`src/rtl/gpio_edge_pkg.sv`:
```
`timescale 1ns/1ps
// Package: shared defaults for the GPIO edge-detect unit.
// Assumes banks are packed bank 0 in the least significant bits.
package gpio_edge_pkg;
    localparam int unsigned DEF_BANKS  = 4;
    localparam int unsigned DEF_BANK_W = 32;
    // Wake-capable pins, bank 3 down to bank 0.
    localparam logic [127:0] DEF_WAKE_MASKS = {
        32'h0012007F, 32'hEC080000, 32'h002001FC, 32'h8003FE1B
    };
endpackage

```
`src/rtl/gpio_edge_bank.sv`:
```
`timescale 1ns/1ps
// Module: one bank of per-pin edge detectors with sticky flags.
// Keeps last cycle's level per pin, flags enabled edges on input pins,
// clears flags by mask (a new edge wins), and reports wake-pin changes.
// Assumes lvl is already synchronous to clk.
module gpio_edge_bank #(
    parameter int unsigned W = 32,
    parameter logic [W-1:0] WAKE_MASK = '0
) (
    input  logic         clk,
    input  logic         rst_n,
    input  logic [W-1:0] lvl,
    input  logic [W-1:0] is_out,
    input  logic [W-1:0] rise_en,
    input  logic [W-1:0] fall_en,
    input  logic [W-1:0] clr_mask,
    output logic [W-1:0] flags,
    output logic         wake_hit
);
    logic [W-1:0] prev_q;
    logic [W-1:0] flag_q;
    logic [W-1:0] rise_hit;
    logic [W-1:0] fall_hit;
    logic [W-1:0] edge_hit;

    // Edge qualification against the stored level, inputs only.
    always_comb begin
        rise_hit = lvl & ~prev_q & rise_en & ~is_out;
        fall_hit = ~lvl & prev_q & fall_en & ~is_out;
        edge_hit = rise_hit | fall_hit;
        wake_hit = |((lvl ^ prev_q) & ~is_out & WAKE_MASK);
    end

    // Remember each pin's level for next cycle's comparison.
    always_ff @(posedge clk) begin
        if (!rst_n) prev_q <= '0;
        else        prev_q <= lvl;
    end

    // Sticky flags: clear by mask, then set by new edges.
    always_ff @(posedge clk) begin
        if (!rst_n) flag_q <= '0;
        else        flag_q <= (flag_q & ~clr_mask) | edge_hit;
    end

    assign flags = flag_q;

    AST_OUT_PIN_SILENT: assert property (@(posedge clk) disable iff (!rst_n)
        1'b1 |=> ((flag_q & ~$past(flag_q) & $past(is_out)) == '0));
    AST_CLEAR_TAKES: assert property (@(posedge clk) disable iff (!rst_n)
        1'b1 |=> ((flag_q & $past(clr_mask & ~edge_hit)) == '0));
    AST_EDGE_WINS: assert property (@(posedge clk) disable iff (!rst_n)
        (edge_hit != '0) |=> ((flag_q & $past(edge_hit)) == $past(edge_hit)));
endmodule

```
`src/rtl/gpio_irq_merge.sv`:
```
`timescale 1ns/1ps
// Module: registers the three interrupt levels and the wake pulse.
// Pins 0 and 1 get their own lines; all higher pins share one line.
// Assumes TOTAL >= 3 and that wake_hits is true only on a level change.
module gpio_irq_merge #(
    parameter int unsigned TOTAL = 128,
    parameter int unsigned NB    = 4
) (
    input  logic             clk,
    input  logic             rst_n,
    input  logic [TOTAL-1:0] flags_all,
    input  logic [NB-1:0]    wake_hits,
    input  logic             halted,
    output logic             irq0,
    output logic             irq1,
    output logic             irq_other,
    output logic             wake
);
    // Register the interrupt levels from the flag contents.
    always_ff @(posedge clk) begin
        if (!rst_n) begin
            irq0      <= 1'b0;
            irq1      <= 1'b0;
            irq_other <= 1'b0;
        end else begin
            irq0      <= flags_all[0];
            irq1      <= flags_all[1];
            irq_other <= |flags_all[TOTAL-1:2];
        end
    end

    // One-cycle wake pulse when halted and a wake pin moved.
    always_ff @(posedge clk) begin
        if (!rst_n) wake <= 1'b0;
        else        wake <= halted & (|wake_hits);
    end

    AST_IRQ0_FOLLOWS: assert property (@(posedge clk) disable iff (!rst_n)
        1'b1 |=> (irq0 == $past(flags_all[0])));
    AST_IRQ1_FOLLOWS: assert property (@(posedge clk) disable iff (!rst_n)
        1'b1 |=> (irq1 == $past(flags_all[1])));
    AST_OTHER_HAS_SRC: assert property (@(posedge clk) disable iff (!rst_n)
        irq_other |-> $past(|flags_all[TOTAL-1:2]));
    AST_WAKE_NEEDS_HALT: assert property (@(posedge clk) disable iff (!rst_n)
        wake |-> $past(halted));
endmodule

```
`src/rtl/gpio_edge_irq.sv`:
```
`timescale 1ns/1ps
// Module: top of the GPIO edge-detect interrupt unit.
// Replicates one detector bank per group of pins, decodes the
// bank-addressed clear port, muxes the readback and merges interrupts.
// Assumes synchronised pin levels and externally held enable masks.
module gpio_edge_irq
    import gpio_edge_pkg::*;
#(
    parameter int unsigned NUM_BANKS = DEF_BANKS,
    parameter int unsigned BANK_W    = DEF_BANK_W,
    parameter logic [NUM_BANKS*BANK_W-1:0] WAKE_MASKS = DEF_WAKE_MASKS,
    localparam int unsigned TOTAL = NUM_BANKS * BANK_W,
    localparam int unsigned SEL_W = (NUM_BANKS > 1) ? $clog2(NUM_BANKS) : 1
) (
    input  logic              clk,
    input  logic              rst_n,
    input  logic [TOTAL-1:0]  pin_level,
    input  logic [TOTAL-1:0]  pin_is_out,
    input  logic [TOTAL-1:0]  rise_en,
    input  logic [TOTAL-1:0]  fall_en,
    input  logic              cpu_halted,
    input  logic              clr_we,
    input  logic [SEL_W-1:0]  clr_bank,
    input  logic [BANK_W-1:0] clr_data,
    output logic [BANK_W-1:0] stat_rdata,
    output logic              irq_pin0,
    output logic              irq_pin1,
    output logic              irq_rest,
    output logic              wake_req
);
    logic [TOTAL-1:0]     flags_all;
    logic [NUM_BANKS-1:0] wake_hits;

    for (genvar b = 0; b < NUM_BANKS; b++) begin : g_bank
        logic [BANK_W-1:0] clr_mask;

        // Steer the clear mask to the addressed bank only.
        always_comb begin
            clr_mask = (clr_we && (clr_bank == SEL_W'(b))) ? clr_data : '0;
        end

        gpio_edge_bank #(
            .W         (BANK_W),
            .WAKE_MASK (WAKE_MASKS[b*BANK_W +: BANK_W])
        ) u_bank (
            .clk      (clk),
            .rst_n    (rst_n),
            .lvl      (pin_level[b*BANK_W +: BANK_W]),
            .is_out   (pin_is_out[b*BANK_W +: BANK_W]),
            .rise_en  (rise_en[b*BANK_W +: BANK_W]),
            .fall_en  (fall_en[b*BANK_W +: BANK_W]),
            .clr_mask (clr_mask),
            .flags    (flags_all[b*BANK_W +: BANK_W]),
            .wake_hit (wake_hits[b])
        );
    end

    // Readback of the selected bank's flags.
    always_comb begin
        stat_rdata = '0;
        for (int b = 0; b < NUM_BANKS; b++) begin
            if (clr_bank == SEL_W'(b)) stat_rdata = flags_all[b*BANK_W +: BANK_W];
        end
    end

    gpio_irq_merge #(
        .TOTAL (TOTAL),
        .NB    (NUM_BANKS)
    ) u_merge (
        .clk       (clk),
        .rst_n     (rst_n),
        .flags_all (flags_all),
        .wake_hits (wake_hits),
        .halted    (cpu_halted),
        .irq0      (irq_pin0),
        .irq1      (irq_pin1),
        .irq_other (irq_rest),
        .wake      (wake_req)
    );

    AST_RESET_QUIET: assert property (@(posedge clk)
        !rst_n |=> (!irq_pin0 && !irq_pin1 && !irq_rest && !wake_req && flags_all == '0));
endmodule

```
`config.mk`:
```
export PLATFORM = sky130hd
export DESIGN_NAME = gpio_edge_irq
export DESIGN_NICKNAME = d
export VERILOG_FILES = /design/src/rtl/gpio_edge_pkg.sv /design/src/rtl/gpio_edge_bank.sv /design/src/rtl/gpio_irq_merge.sv /design/src/rtl/gpio_edge_irq.sv
export SDC_FILE = /design/constraint.sdc
export NUM_CORES = 1
export LEC_CHECK = 0
export ABC_CLOCK_PERIOD_IN_PS = 1600
export BUFFER_PORTS_ARGS = -buffer_cell sky130_fd_sc_hd__buf_2
export CORE_AREA = 2 2 231 233
export CTS_BUF_LIST = sky130_fd_sc_hd__clkbuf_2
export CTS_CLUSTER_SIZE = 16
export DETAILED_ROUTE_END_ITERATION = 10
export DIE_AREA = 0 0 233 235
export PLACE_DENSITY = 0.6
export SETUP_SLACK_MARGIN = 0.02
export SLEW_MARGIN = 20
export SYNTH_ARGS = -nofsm -noshare
export SYNTH_HDL_FRONTEND = slang
export SYNTH_SLANG_ARGS = --single-unit
```
`constraint.sdc`:
```
create_clock -name clk -period 1.6 [get_ports clk]
set_input_delay 0.08 -clock clk [delete_from_list [all_inputs] [get_ports clk]]
set_output_delay 0.08 -clock clk [all_outputs]
set_load 0.02 [all_outputs]
```
==> results of run 1 <==
-- synth_stat cells (all sizes together) --
| cell | n | share of area (%) |
|---|---|---|
| a21boi | 33 | 1.9 |
| a21oi | 187 | 7.3 |
| a22oi | 37 | 2.2 |
| and2 | 130 | 6.3 |
| and3 | 1 | 0.049 |
| and3b | 1 | 0.068 |
| buf | 25 | 1.7 |
| clkbuf | 26 | 0.76 |
| dfxtp | 260 | 40 |
| ha | 74 | 7.2 |
| inv | 74 | 2.2 |
| mux4 | 32 | 5.6 |
| nand2 | 97 | 2.8 |
| nand3 | 2 | 0.078 |
| nand3b | 182 | 11 |
| nand4 | 8 | 0.39 |
| nor2 | 42 | 1.2 |
| nor2b | 96 | 4.7 |
| nor3 | 1 | 0.039 |
| nor3b | 1 | 0.15 |
| nor4 | 36 | 1.7 |
| o211a | 1 | 0.078 |
| o21a | 32 | 1.9 |
| o22ai | 18 | 0.87 |
-- logic make-up after synthesis --
| family | share of synthesized area [%] |
|---|---|
| AO/OA/AOI/OAI | 14.1 |
| buffers and inverters | 4.60 |
| flip-flops | 40.4 |
| adder cells (fa/ha/maj) | 7.18 |
| multiplexers | 5.59 |
| AND/OR/NAND/NOR | 28.1 |
-- per-stage QoR --
step / setup TNS (ns) / hold slack, ns / util [%]
2_1_floorplan: 0 / 0.202 / -
3_3_place_gp: -0.213 / 0.302 / 32.0
3_5_place_dp: -0.131 / 0.309 / 32.0
==> results.toml, run 1 <==
[clock_tree]
clock_sinks = 260
cts_max_level = 3
hold_buffers = 567
cts_buffers = 79
cts_setup_buffers = 54
cts_buffer_depth = 3
cts.repair.resized = 167
cts-root-buf = "clkbuf_2"

[place]
place_inst = 2653
place_ws_ns = -0.0843
place_area_um2 = 16700
dp.final_hpwl_um = 48300
portBuffers = 585
gp_congestion = 0.897

[synthesis]
syn_avg_cell_area_um2 = 9.24
syn-cell-area_um2 = 12900
synth_cells = 1396
synth_cell_types = 28
syn_nets = 2020
yosysWarnings = 0
ys_ff_latch = 260
yosysSeqAreaShare_pct = 40.4

[floorplanning]
row_count = 84
dieHeight_um = 235
io_pins = 586
fp.dieW_um = 233
initial_core_util_pct = 24.7

[outcome]
status = "aborted with a tool error"
lastStage = "4_1_cts"
first-error = "[ERROR RSZ-0060] Max buffer count reached."
==> run 2, diff against run 1 <==
Settings changed: CORE_AREA 2 2 231 233 to default, CORE_MARGIN from default to 2, CORE_UTILIZATION from default to 25, CTS_BUF_LIST sky130_fd_sc_hd__clkbuf_2 to default, CTS_CLUSTER_SIZE 16 to default, DIE_AREA 0 0 233 235 to default, PLACE_DENSITY 0.6 to default, PLACE_DENSITY_LB_ADDON from default to 0.15, SETUP_SLACK_MARGIN 0.02 to default.
==> results.toml, run 2 <==
[finish]
drive_gt1_share_pct = 36.3
fin_util_pct = 43.9
final_common_cell = "buf_2"
fill_cells = 5044
postLayoutCellArea_um2 = 22500
final_cell_mix = "552 x buf_2, 358 x dlygate4sd3_1, 182 x nand3b_1"
area_growth_pct = 74.4
nets = 3043

[critical_path]
r2r-start = "g_bank[1].u_bank.flags[25]"
rr_endpoint = "u_merge.irq_other"
cp_slowest_cell = "mux4_2"
critPathMaxFanout = 2
crit_arrival_ns = 1.61
end_kind = "output pin"
ff2ff_setup_slack_ns = 0.03
crit_path_max_incr_delay_ns = 0.47
required_ns = 1.52
cp-start-kind = "flop"
path_class = "flop to output pin"
crit_chain = "buf_6 > mux4_2 > buf_6"
critPathMostFrequentCell = "buf_6"
reg2reg_depth = 5

[sta]
layout_setup_ws_ns = -0.0882
max_slew.worst_pin.slew_ns = 0.603
drv_slew = 0
fmax_mhz = 592
timing.final.hold_violations = 0
setup_viol_count_final = 15
fin_hold_ws_ns = 0.00244
grt_setup_unrepaired = "true"
finalCritPeriodShare_pct = 106
min_period_ns = 1.69
clock_skew_ns = 0.0262
slew_headroom_pct = 59.4

[place]
gp_congestion = 0.860
place_area_um2 = 16700
place_ws_ns = -0.122
dp.final_hpwl_um = 47000
portBuffers = 585

[routing]
drt-vias-per-instance = 4.55
first_pass_iters = 5
ant_nets = 0
finalWirelength_um = 61000
wire_per_inst_um = 19.5
route.vias.total = 14231
first_iter_violations = 627
route.detailed.drc = 0

[floorplanning]
dieArea_um2 = 53400
row_count = 83
dieHeight_um = 231
initial_core_util_pct = 25.2
fp.dieW_um = 231
core_um2 = 51200
io_pins = 586

[synthesis]
synth.most_common_cell = "dfxtp_1"
syn-cell-area_um2 = 12900
yosys-top-cells-area = "dfxtp_1 40%, nand3b_1 11%, a21oi_1 7.3%, ha_1 7.2%, and2_1 6.3%"
ys_ff_latch = 260
yosysSeqAreaShare_pct = 40.4
yosys.area.top_type_share_pct = 40.4
synth_ff_type = "dfxtp_1"
synth-edff-count = 0
synth_cell_types = 28
synth_cells = 1396
yosysWarnings = 0
yosysTopAreaCell = "dfxtp_1"
synthArstFlopShare_pct = 0
syn_avg_cell_area_um2 = 9.24
syn_nets = 2020
synthTopCellsByCount = "260 x dfxtp_1, 187 x a21oi_1, 182 x nand3b_1"

[pwr]
powerDensity_nw_per_um2 = 867
power.leakage_nw = 9.94
peakVddDrop_mv = 0.682

[clock_tree]
clock_sinks = 260
cts_tree = "built"
cts-root-buf = "clkbuf_16"
cts_buffers = 36
cts_buffer_depth = 3
cts_max_level = 2
clk_latency_ns = 0.56
clkTransAtPathRegs_ns = 0.05

[hold_path]
hold_end = "g_bank[3].u_bank.flags[22]"
min_path_cells = 5
hold_start = "rise_en[118]"
hp-class = "primary input to flop"

[run]
maxCapViolCount = 0

[grt]
grt_pass1_wl_um = 88700
grt_overflow = 0
grt_pass1_vias = 14887
grt_max_degree = 62
antenna_found_initial = 2
grt_use_total_pct = 22.3

[outcome]
status = "finished, violations left"
violations = "negative setup slack"
==> run 2: final cells by class <==
type	instances	area (um2)	area share (%)
clock buffers	53	1120	4.97
well taps	680	851	3.78
diodes	1	2.50	0.0111
multi-input cells	1011	7200	32.0
inverters	74	278	1.23
clock inverters	13	176	0.784
flip-flops and latches	260	5360	23.8
repair buffers	1036	7510	33.4
==> run 2: worst max-delay path by stage <==
| stage | to | depth (start not counted) | slack, ns | startpoint |
|---|---|---|---|---|
| after floorplan | u_merge.wake | 5 | 0.33 | g_bank[3].u_bank.prev_q[17] |
| after global placement | u_merge.irq_other | 4 | -0.08 | g_bank[3].u_bank.flags[5] |
| after detailed placement | u_merge.irq_other | 4 | -0.12 | g_bank[3].u_bank.flags[5] |
| after CTS | stat_rdata[0] | 3 | -0.11 | g_bank[3].u_bank.flags[0] |
| after global routing | stat_rdata[0] | 3 | -0.15 | g_bank[3].u_bank.flags[0] |
| final | stat_rdata[0] | 3 | -0.09 | g_bank[3].u_bank.flags[0] |
==> run 2: where the power goes <==
group	leakage [nW]	switching, mW	internal, mW
logic	7.10	1.61	2.10
clock network	0.647	3.23	5.49
registers	2.19	0.231	6.86
total	9.94	5.07	14.4
==> run 2: metrics by stage <==
step	setup TNS, ns	power [mW]	cells
final	-0.501	19.5	3128
after global routing	-1.77	20.5	3128
after CTS	-1.27	19.8	3123
after detailed placement	-0.204	10.0	2643
after global placement	-0.152	9.95	2643
after floorplan	0	8.41	1396
==> run 2: cell families (layout without fill, tap and decap cells) <==
| group | after synthesis | after routing | share of synthesized area, % |
|---|---|---|---|
| AO/OA/AOI/OAI | 308 | 308 | 14.1 |
| adder cells (fa/ha/maj) | 74 | 74 | 7.18 |
| buffers and inverters | 125 | 1176 | 4.60 |
| flip-flops | 260 | 260 | 40.4 |
| multiplexers | 32 | 32 | 5.59 |
| other | 0 | 1 | 0 |
| AND/OR/NAND/NOR | 597 | 597 | 28.1 |
==> run 2: metal layers <==
layer | part of all wire [%] | vias up | global-route usage (%)
met3 | 5.7 | 96 | 4.71
met1 | 42 | 6694 | 26.3
li1 | - | 6946 | -
met2 | 49 | 493 | 39.6
met4 | 3.5 | 2 | 8.23
met5 | 0.018 | - | 0
==> run 2: repair_timing <==
| action | CTS | global route |
|---|---|---|
| hold buffers | 358 | 1 |
| setup endpoints to repair | 34 | 47 |
| gates resized for setup | 172 | 23 |
| pin swaps | 2 | 4 |
| setup buffers | 56 | 4 |
| hold endpoints to repair | 257 | 1 |
==> run 2: worst max-delay path: cells and delay by family (launching register included) <==
kind / cells / cell delay (ns)
buffers and inverters: 2 / 0.26
flip-flops: 1 / 0.32
multiplexers: 1 / 0.47
Note: power is estimated with default switching activity, not from simulation.
==> run 3, diff against run 2 <==
Settings changed: ABC_AREA from default to 1.
==> results.toml, run 3 <==
[sta]
min_period_ns = 1.53
drv_slew = 0
fin_hold_ws_ns = -0.0112
max_slew.worst_pin.slew_ns = 0.853
fin_tns_setup_ns = 0
clock_skew_ns = 0.0118
timing.final.hold_violations = 1
finalCritPeriodShare_pct = 95.9
slew_headroom_pct = 43.1
fmax_mhz = 652
setup_viol_count_final = 0

[hold_path]
min_path_cells = 4
hp-class = "primary input to flop"
hold_end = "g_bank[3].u_bank.flags[5]"
hold_start = "fall_en[101]"

[synthesis]
synth_cells = 1897
synth-simple-area-share_pct = 21.7
synthXorXnorAreaFrac_pct = 0
ys_ff_latch = 260
yosysTopAreaCell = "dfxtp_1"
syn_avg_cell_area_um2 = 6.86
yosysWarnings = 0
syn-cell-area_um2 = 13000
synth-edff-count = 0
synth.area.mux_share_pct = 0
synth.most_common_cell = "nand2_1"
synth_ff_type = "dfxtp_1"
syn_nets = 2521
synth_fa_ha_area_share_pct = 7.12
synth_compound_area_share_pct = 19.5
synthArstFlopShare_pct = 0
synthTopCellsByCount = "452 x nand2_1, 343 x inv_1, 260 x dfxtp_1"
synth_top_family_by_area = "simple AND/OR/NAND/NOR gates"
yosysSeqAreaShare_pct = 40.0
synth_cell_types = 19
yosys.area.top_type_share_pct = 40.0
yosys-top-cells-area = "dfxtp_1 40%, nand2_1 13%, inv_1 9.9%, a21oi_1 7.9%, ha_1 7.1%"

[place]
dp.final_hpwl_um = 44400
gp_congestion = 0.870
place_area_um2 = 16900
portBuffers = 585
place_inst = 3131

[routing]
first_pass_iters = 5
first_iter_violations = 637
route.vias.total = 16086
route.detailed.drc = 0
ant_nets = 0
finalWirelength_um = 59600
wire_per_inst_um = 16.3
drt-vias-per-instance = 4.39

[grt]
grt_pass1_vias = 16716
grt_use_total_pct = 21.5
antenna_found_initial = 3
grt_overflow = 0
grt_max_degree = 69
grt_pass1_wl_um = 89300

[pwr]
seq_power_share_pct = 37.2
switching_share_pct = 27.4
combPwrFrac_pct = 19.7
p_clk_share_pct = 43.2
p_int_mw = 14.0
p_sw_mw = 5.27
peakVddDrop_mv = 0.553
power.leakage_nw = 11.6
power_mw = 19.2
powerDensity_nw_per_um2 = 845

[critical_path]
cp-start-kind = "flop"
required_ns = 2.08
critPathMostFrequentCell = "nand2_1"
ff2ff_setup_slack_ns = 0.07
critPathMaxFanout = 2
reg2reg_depth = 7
critPathTopFamily = "buffers and inverters"
cp.depth = 7
rr_endpoint = "g_bank[0].u_bank.flags[1]"
r2r-start = "g_bank[0].u_bank.prev_q[1]"
crit_arrival_ns = 2.02
cp_num_buf_inv = 2
cp_slowest_cell = "dlygate4sd3_1"
crit_chain = "inv_1 > ha_1 > nand2_1 > a21oi_1 > dlygate4sd3_1 > nand2_1 > nand2_1"
path_class = "flop to flop"
crit_path_max_incr_delay_ns = 0.61
end_kind = "flop"

[run]
maxCapViolCount = 0

[finish]
drive_gt1_share_pct = 23.1
finalNonFillerCells = 3664
area_growth_pct = 75.0
nets = 3578
postLayoutCellArea_um2 = 22800
final_common_cell = "buf_2"
final_cell_mix = "584 x buf_2, 466 x dlygate4sd3_1, 449 x nand2_1"

[floorplanning]
row_count = 83
dieArea_um2 = 53900
dieHeight_um = 232
fp.dieW_um = 232
io_pins = 586
core_um2 = 51400
initial_core_util_pct = 25.3

[clock_tree]
cts_buffer_depth = 3
cts_tree = "built"
clk_latency_ns = 0.54
cts_max_level = 2
clock_sinks = 260
cts-root-buf = "clkbuf_16"
cts_buffers = 35
clkTransAtPathRegs_ns = 0.06

[outcome]
violations = "negative hold slack"
status = "finished, violations left"
==> run 3: changes by cell type after synthesis, moves of 102 or more <==
cell	before	now
and2_1	130	0
inv_1	74	343
nand2_1	97	452
nand3b_1	182	0
o21ai_0	0	102
nor2_1	41	169
==> run 3: timing repair <==
item / CTS / global route
setup buffers: 0 / 0
hold endpoints to repair: 257 / 2
gates resized for setup: 0 / 4
setup endpoints to repair: 0 / 7
hold buffers: 466 / 3
==> run 3: worst register-to-register path, stage by stage, from the launching register on <==
cell and delay [ns]:
dfxtp_1 0.31, inv_1 0.05, ha_1 0.13, nand2_1 0.04, a21oi_1 0.21, dlygate4sd3_1 0.61, nand2_1 0.06, nand2_1 0.07
==> run 3: kinds of logic after synthesis <==
logic type,after synthesis
and+or+nand+nor,706
AOI/OAI and AO/OA,458
buffers and inverters,399
DFF,260
adders and majority gates,74
==> run 3: worst max path at each step <==
stage | start | to | slack [ns]
global route | g_bank[3].u_bank.prev_q[17] | g_bank[3].u_bank.flags[17] | -0.007
finish | g_bank[0].u_bank.prev_q[1] | g_bank[0].u_bank.flags[1] | 0.07
floorplan | g_bank[1].u_bank.prev_q[4] | u_merge.wake | 0.46
CTS | g_bank[1].u_bank.prev_q[21] | g_bank[1].u_bank.flags[21] | 0.02
detailed placement | clr_bank[0] | g_bank[1].u_bank.flags[21] | -0.07
global placement | clr_bank[0] | g_bank[1].u_bank.flags[21] | -0.06
==> run 3: power groups by stage <==
stage	combinational [mW]	clock, mW	sequential, mW
finish	3.78	8.30	7.14
global route	4.22	8.82	7.19
CTS	3.81	8.57	7.14
detailed placement	2.91	0	7.28
global placement	2.87	0	7.27
floorplan	1.35	0	7.20
==> run 3: through the flow <==
stage	util, %	setup WS [ns]
2_1_floorplan	-	0.459
3_3_place_gp	32.8	-0.0552
3_5_place_dp	32.8	-0.0750
4_1_cts	44.2	0.0217
5_1_grt	44.3	-0.00671
6_report	44.3	0.0652
==> run 3: cell type report <==
cell class,instances,area [um2]
diodes,4,10.0
clock buffers,52,1070
clock inverters,11,134
fillers,5274,28700
inverters,347,1310
multi-input cells,1238,6310
flip-flops and latches,260,5200
well taps,680,851
repair buffers,1072,7870
==> run 3: routing by layer <==
layer / wire length (um) / GRT usage, %
met4: 1820 / 7.51
met1: 25500 / 26.1
met2: 28400 / 37.4
met5: 0 / 0
met3: 3770 / 4.74
==> run 4, diff against run 3 <==
Settings changed: CORE_MARGIN 2 to 4, REMOVE_ABC_BUFFERS from default to 1, SYNTH_HIERARCHICAL from default to 1.
==> results.toml, run 4 <==
[outcome]
status = "finished clean"

[place]
dp.final_hpwl_um = 50000
portBuffers = 585
gp_congestion = 0.834

[floorplanning]
fp.dieW_um = 256
dieHeight_um = 256
core_um2 = 60600
initial_core_util_pct = 25.3
dieArea_um2 = 65300
io_pins = 586
row_count = 90

[routing]
first_iter_violations = 790
route.vias.total = 17973
ant_nets = 0
first_pass_iters = 5
route.detailed.drc = 0
wire_per_inst_um = 15.1
finalWirelength_um = 66000
drt-vias-per-instance = 4.12

[synthesis]
synth.most_common_cell = "nand2_1"
yosys-top-cells-area = "dfxtp_1 34%, nand2_1 17%, inv_1 17%, nand3_1 8.7%, ha_1 6.0%"
yosysTopAreaCell = "dfxtp_1"
synthTopCellsByCount = "705 x nand2_1, 679 x inv_1, 268 x nand3_1"
synth_cell_types = 25
synth-edff-count = 0
synth_ff_type = "dfxtp_1"
synth_cells = 2474
yosysSeqAreaShare_pct = 34.0
syn_avg_cell_area_um2 = 6.20
ys_ff_latch = 260
synthArstFlopShare_pct = 0
yosysWarnings = 6
syn-cell-area_um2 = 15300
yosys.area.top_type_share_pct = 34.0

[sta]
timing.final.hold_violations = 0
fin_tns_setup_ns = 0
min_period_ns = 1.52
fin_hold_ws_ns = 0.0589
clock_skew_ns = 0.00947
setup_viol_count_final = 0
finalCritPeriodShare_pct = 94.9
drv_slew = 0
slew_headroom_pct = 54.5
max_slew.worst_pin.slew_ns = 0.682
fmax_mhz = 659

[clock_tree]
clkTransAtPathRegs_ns = 0.06
cts_max_level = 2
clock_sinks = 260
cts_tree = "built"
cts_buffer_depth = 3
clk_latency_ns = 0.54
cts_buffers = 37
cts-root-buf = "clkbuf_16"

[grt]
busiest_layer = "met2"
globalRouteMet1Util_pct = 22.9
grt_use_total_pct = 19.6
grt_pass1_vias = 18561
grt_use_met2_pct = 35.2
met3_usage_pct = 4.66
grt_overflow = 0
grt_pass1_wl_um = 101000
grt_max_degree = 58
antenna_found_initial = 6

[finish]
final_common_cell = "nand2_1"
nets = 4173
drive_gt1_share_pct = 20.3
area_growth_pct = 65.0
final_cell_mix = "700 x nand2_1, 677 x inv_1, 581 x buf_2"
fill_cells = 6465

[hold_path]
hp-class = "primary input to flop"

[critical_path]
path_class = "primary input to flop"
cp-start-kind = "primary input"
crit_arrival_ns = 1.94
end_kind = "flop"
critPathMaxFanout = 32
required_ns = 2.03

[run]
maxCapViolCount = 0

[pwr]
peakVddDrop_mv = 0.583
powerDensity_nw_per_um2 = 771
power.leakage_nw = 13.3
[run 4: cell count changes after synthesis, moves of 17 or more]
cell	delta
a21o_1	-20
nor2_1	+76
a31oi_4	+17
nand2_1	+253
o21ai_0	-102
o21ai_1	-71
nand3_1	+233
a211o_1	-46
a21oi_1	-126
clkbuf_1	-19
inv_1	+336
[run 4: worst max-delay path, cell delays in order]
cell and delay (ns):
dlygate4sd3_1 0.55, buf_6 0.18, inv_4 0.50, a21oi_2 0.03, dlygate4sd3_1 0.57
[run 4: per-stage QoR]
stage	util (%)	cell area (um2)	setup WS, ns	power [mW]	instances
floorplan	-	14900	-0.299	8.76	2411
global placement	31.6	19100	-0.110	10.6	3801
finish	41.7	25300	0.0820	19.5	4359
detailed placement	31.6	19100	-0.0853	10.6	3801
CTS	41.6	25200	0.00697	19.9	4356
global route	41.7	25300	-0.0289	20.6	4358
[run 4: metal layers]
metal | part of all wire, % | routed length (um) | vias to the layer above
li1 | - | - | 9437
met2 | 49 | 32100 | 515
met1 | 42 | 27400 | 7906
met3 | 6.4 | 4240 | 109
met4 | 3.2 | 2100 | 6
met5 | 0.061 | 40 | -
[run 4: repair_timing]
item,in CTS,in global routing
hold buffers,491,0
hold endpoints to repair,258,0
pin swaps,2,8
setup buffers,1,0
gates resized for setup,7,13
endpoints found under the setup margin,2,1
[run 4: final timing paths]
path | slack [ns] | end | depth (start not counted) | startpoint
worst max-delay path | 0.08 | g_bank[3].u_bank/flags[31] | 5 | rst_n
worst min-delay path | 0.06 | g_bank[0].u_bank/flags[30] | 4 | pin_is_out[30]
worst max register to register | 0.09 | u_merge/wake | 6 | g_bank[1].u_bank/prev_q[21]
worst min register to register | 0.46 | u_merge/irq0 | 2 | g_bank[0].u_bank/flags[0]
[run 4: final cells by class]
cell class / instances / area (um2) / area share, %
clock inverters: 6 / 61.3 / 0.242
well taps: 782 / 978 / 3.87
multi-input cells: 1468 / 7220 / 28.5
clock buffers: 58 / 1120 / 4.42
diodes: 3 / 7.51 / 0.0297
inverters: 683 / 2570 / 10.2
flip-flops and latches: 260 / 5210 / 20.6
repair buffers: 1099 / 8120 / 32.1
[run 4: power breakdown]
part	switching (mW)	internal, mW	total, mW
Combinational	2.12	2.06	4.18
Sequential	0.266	6.88	7.15
Clock	3.24	4.94	8.18
[run 4: cells by family (layout without fill, tap and decap cells)]
group	count (synthesis)	count (layout)	share of synthesized area [%]
other cells	0	3	0
fa+ha+maj	74	74	6.04
compound gates	132	132	6.71
buf+inv	746	1846	19.5
simple gates	1262	1262	33.8
flops	260	260	34.0
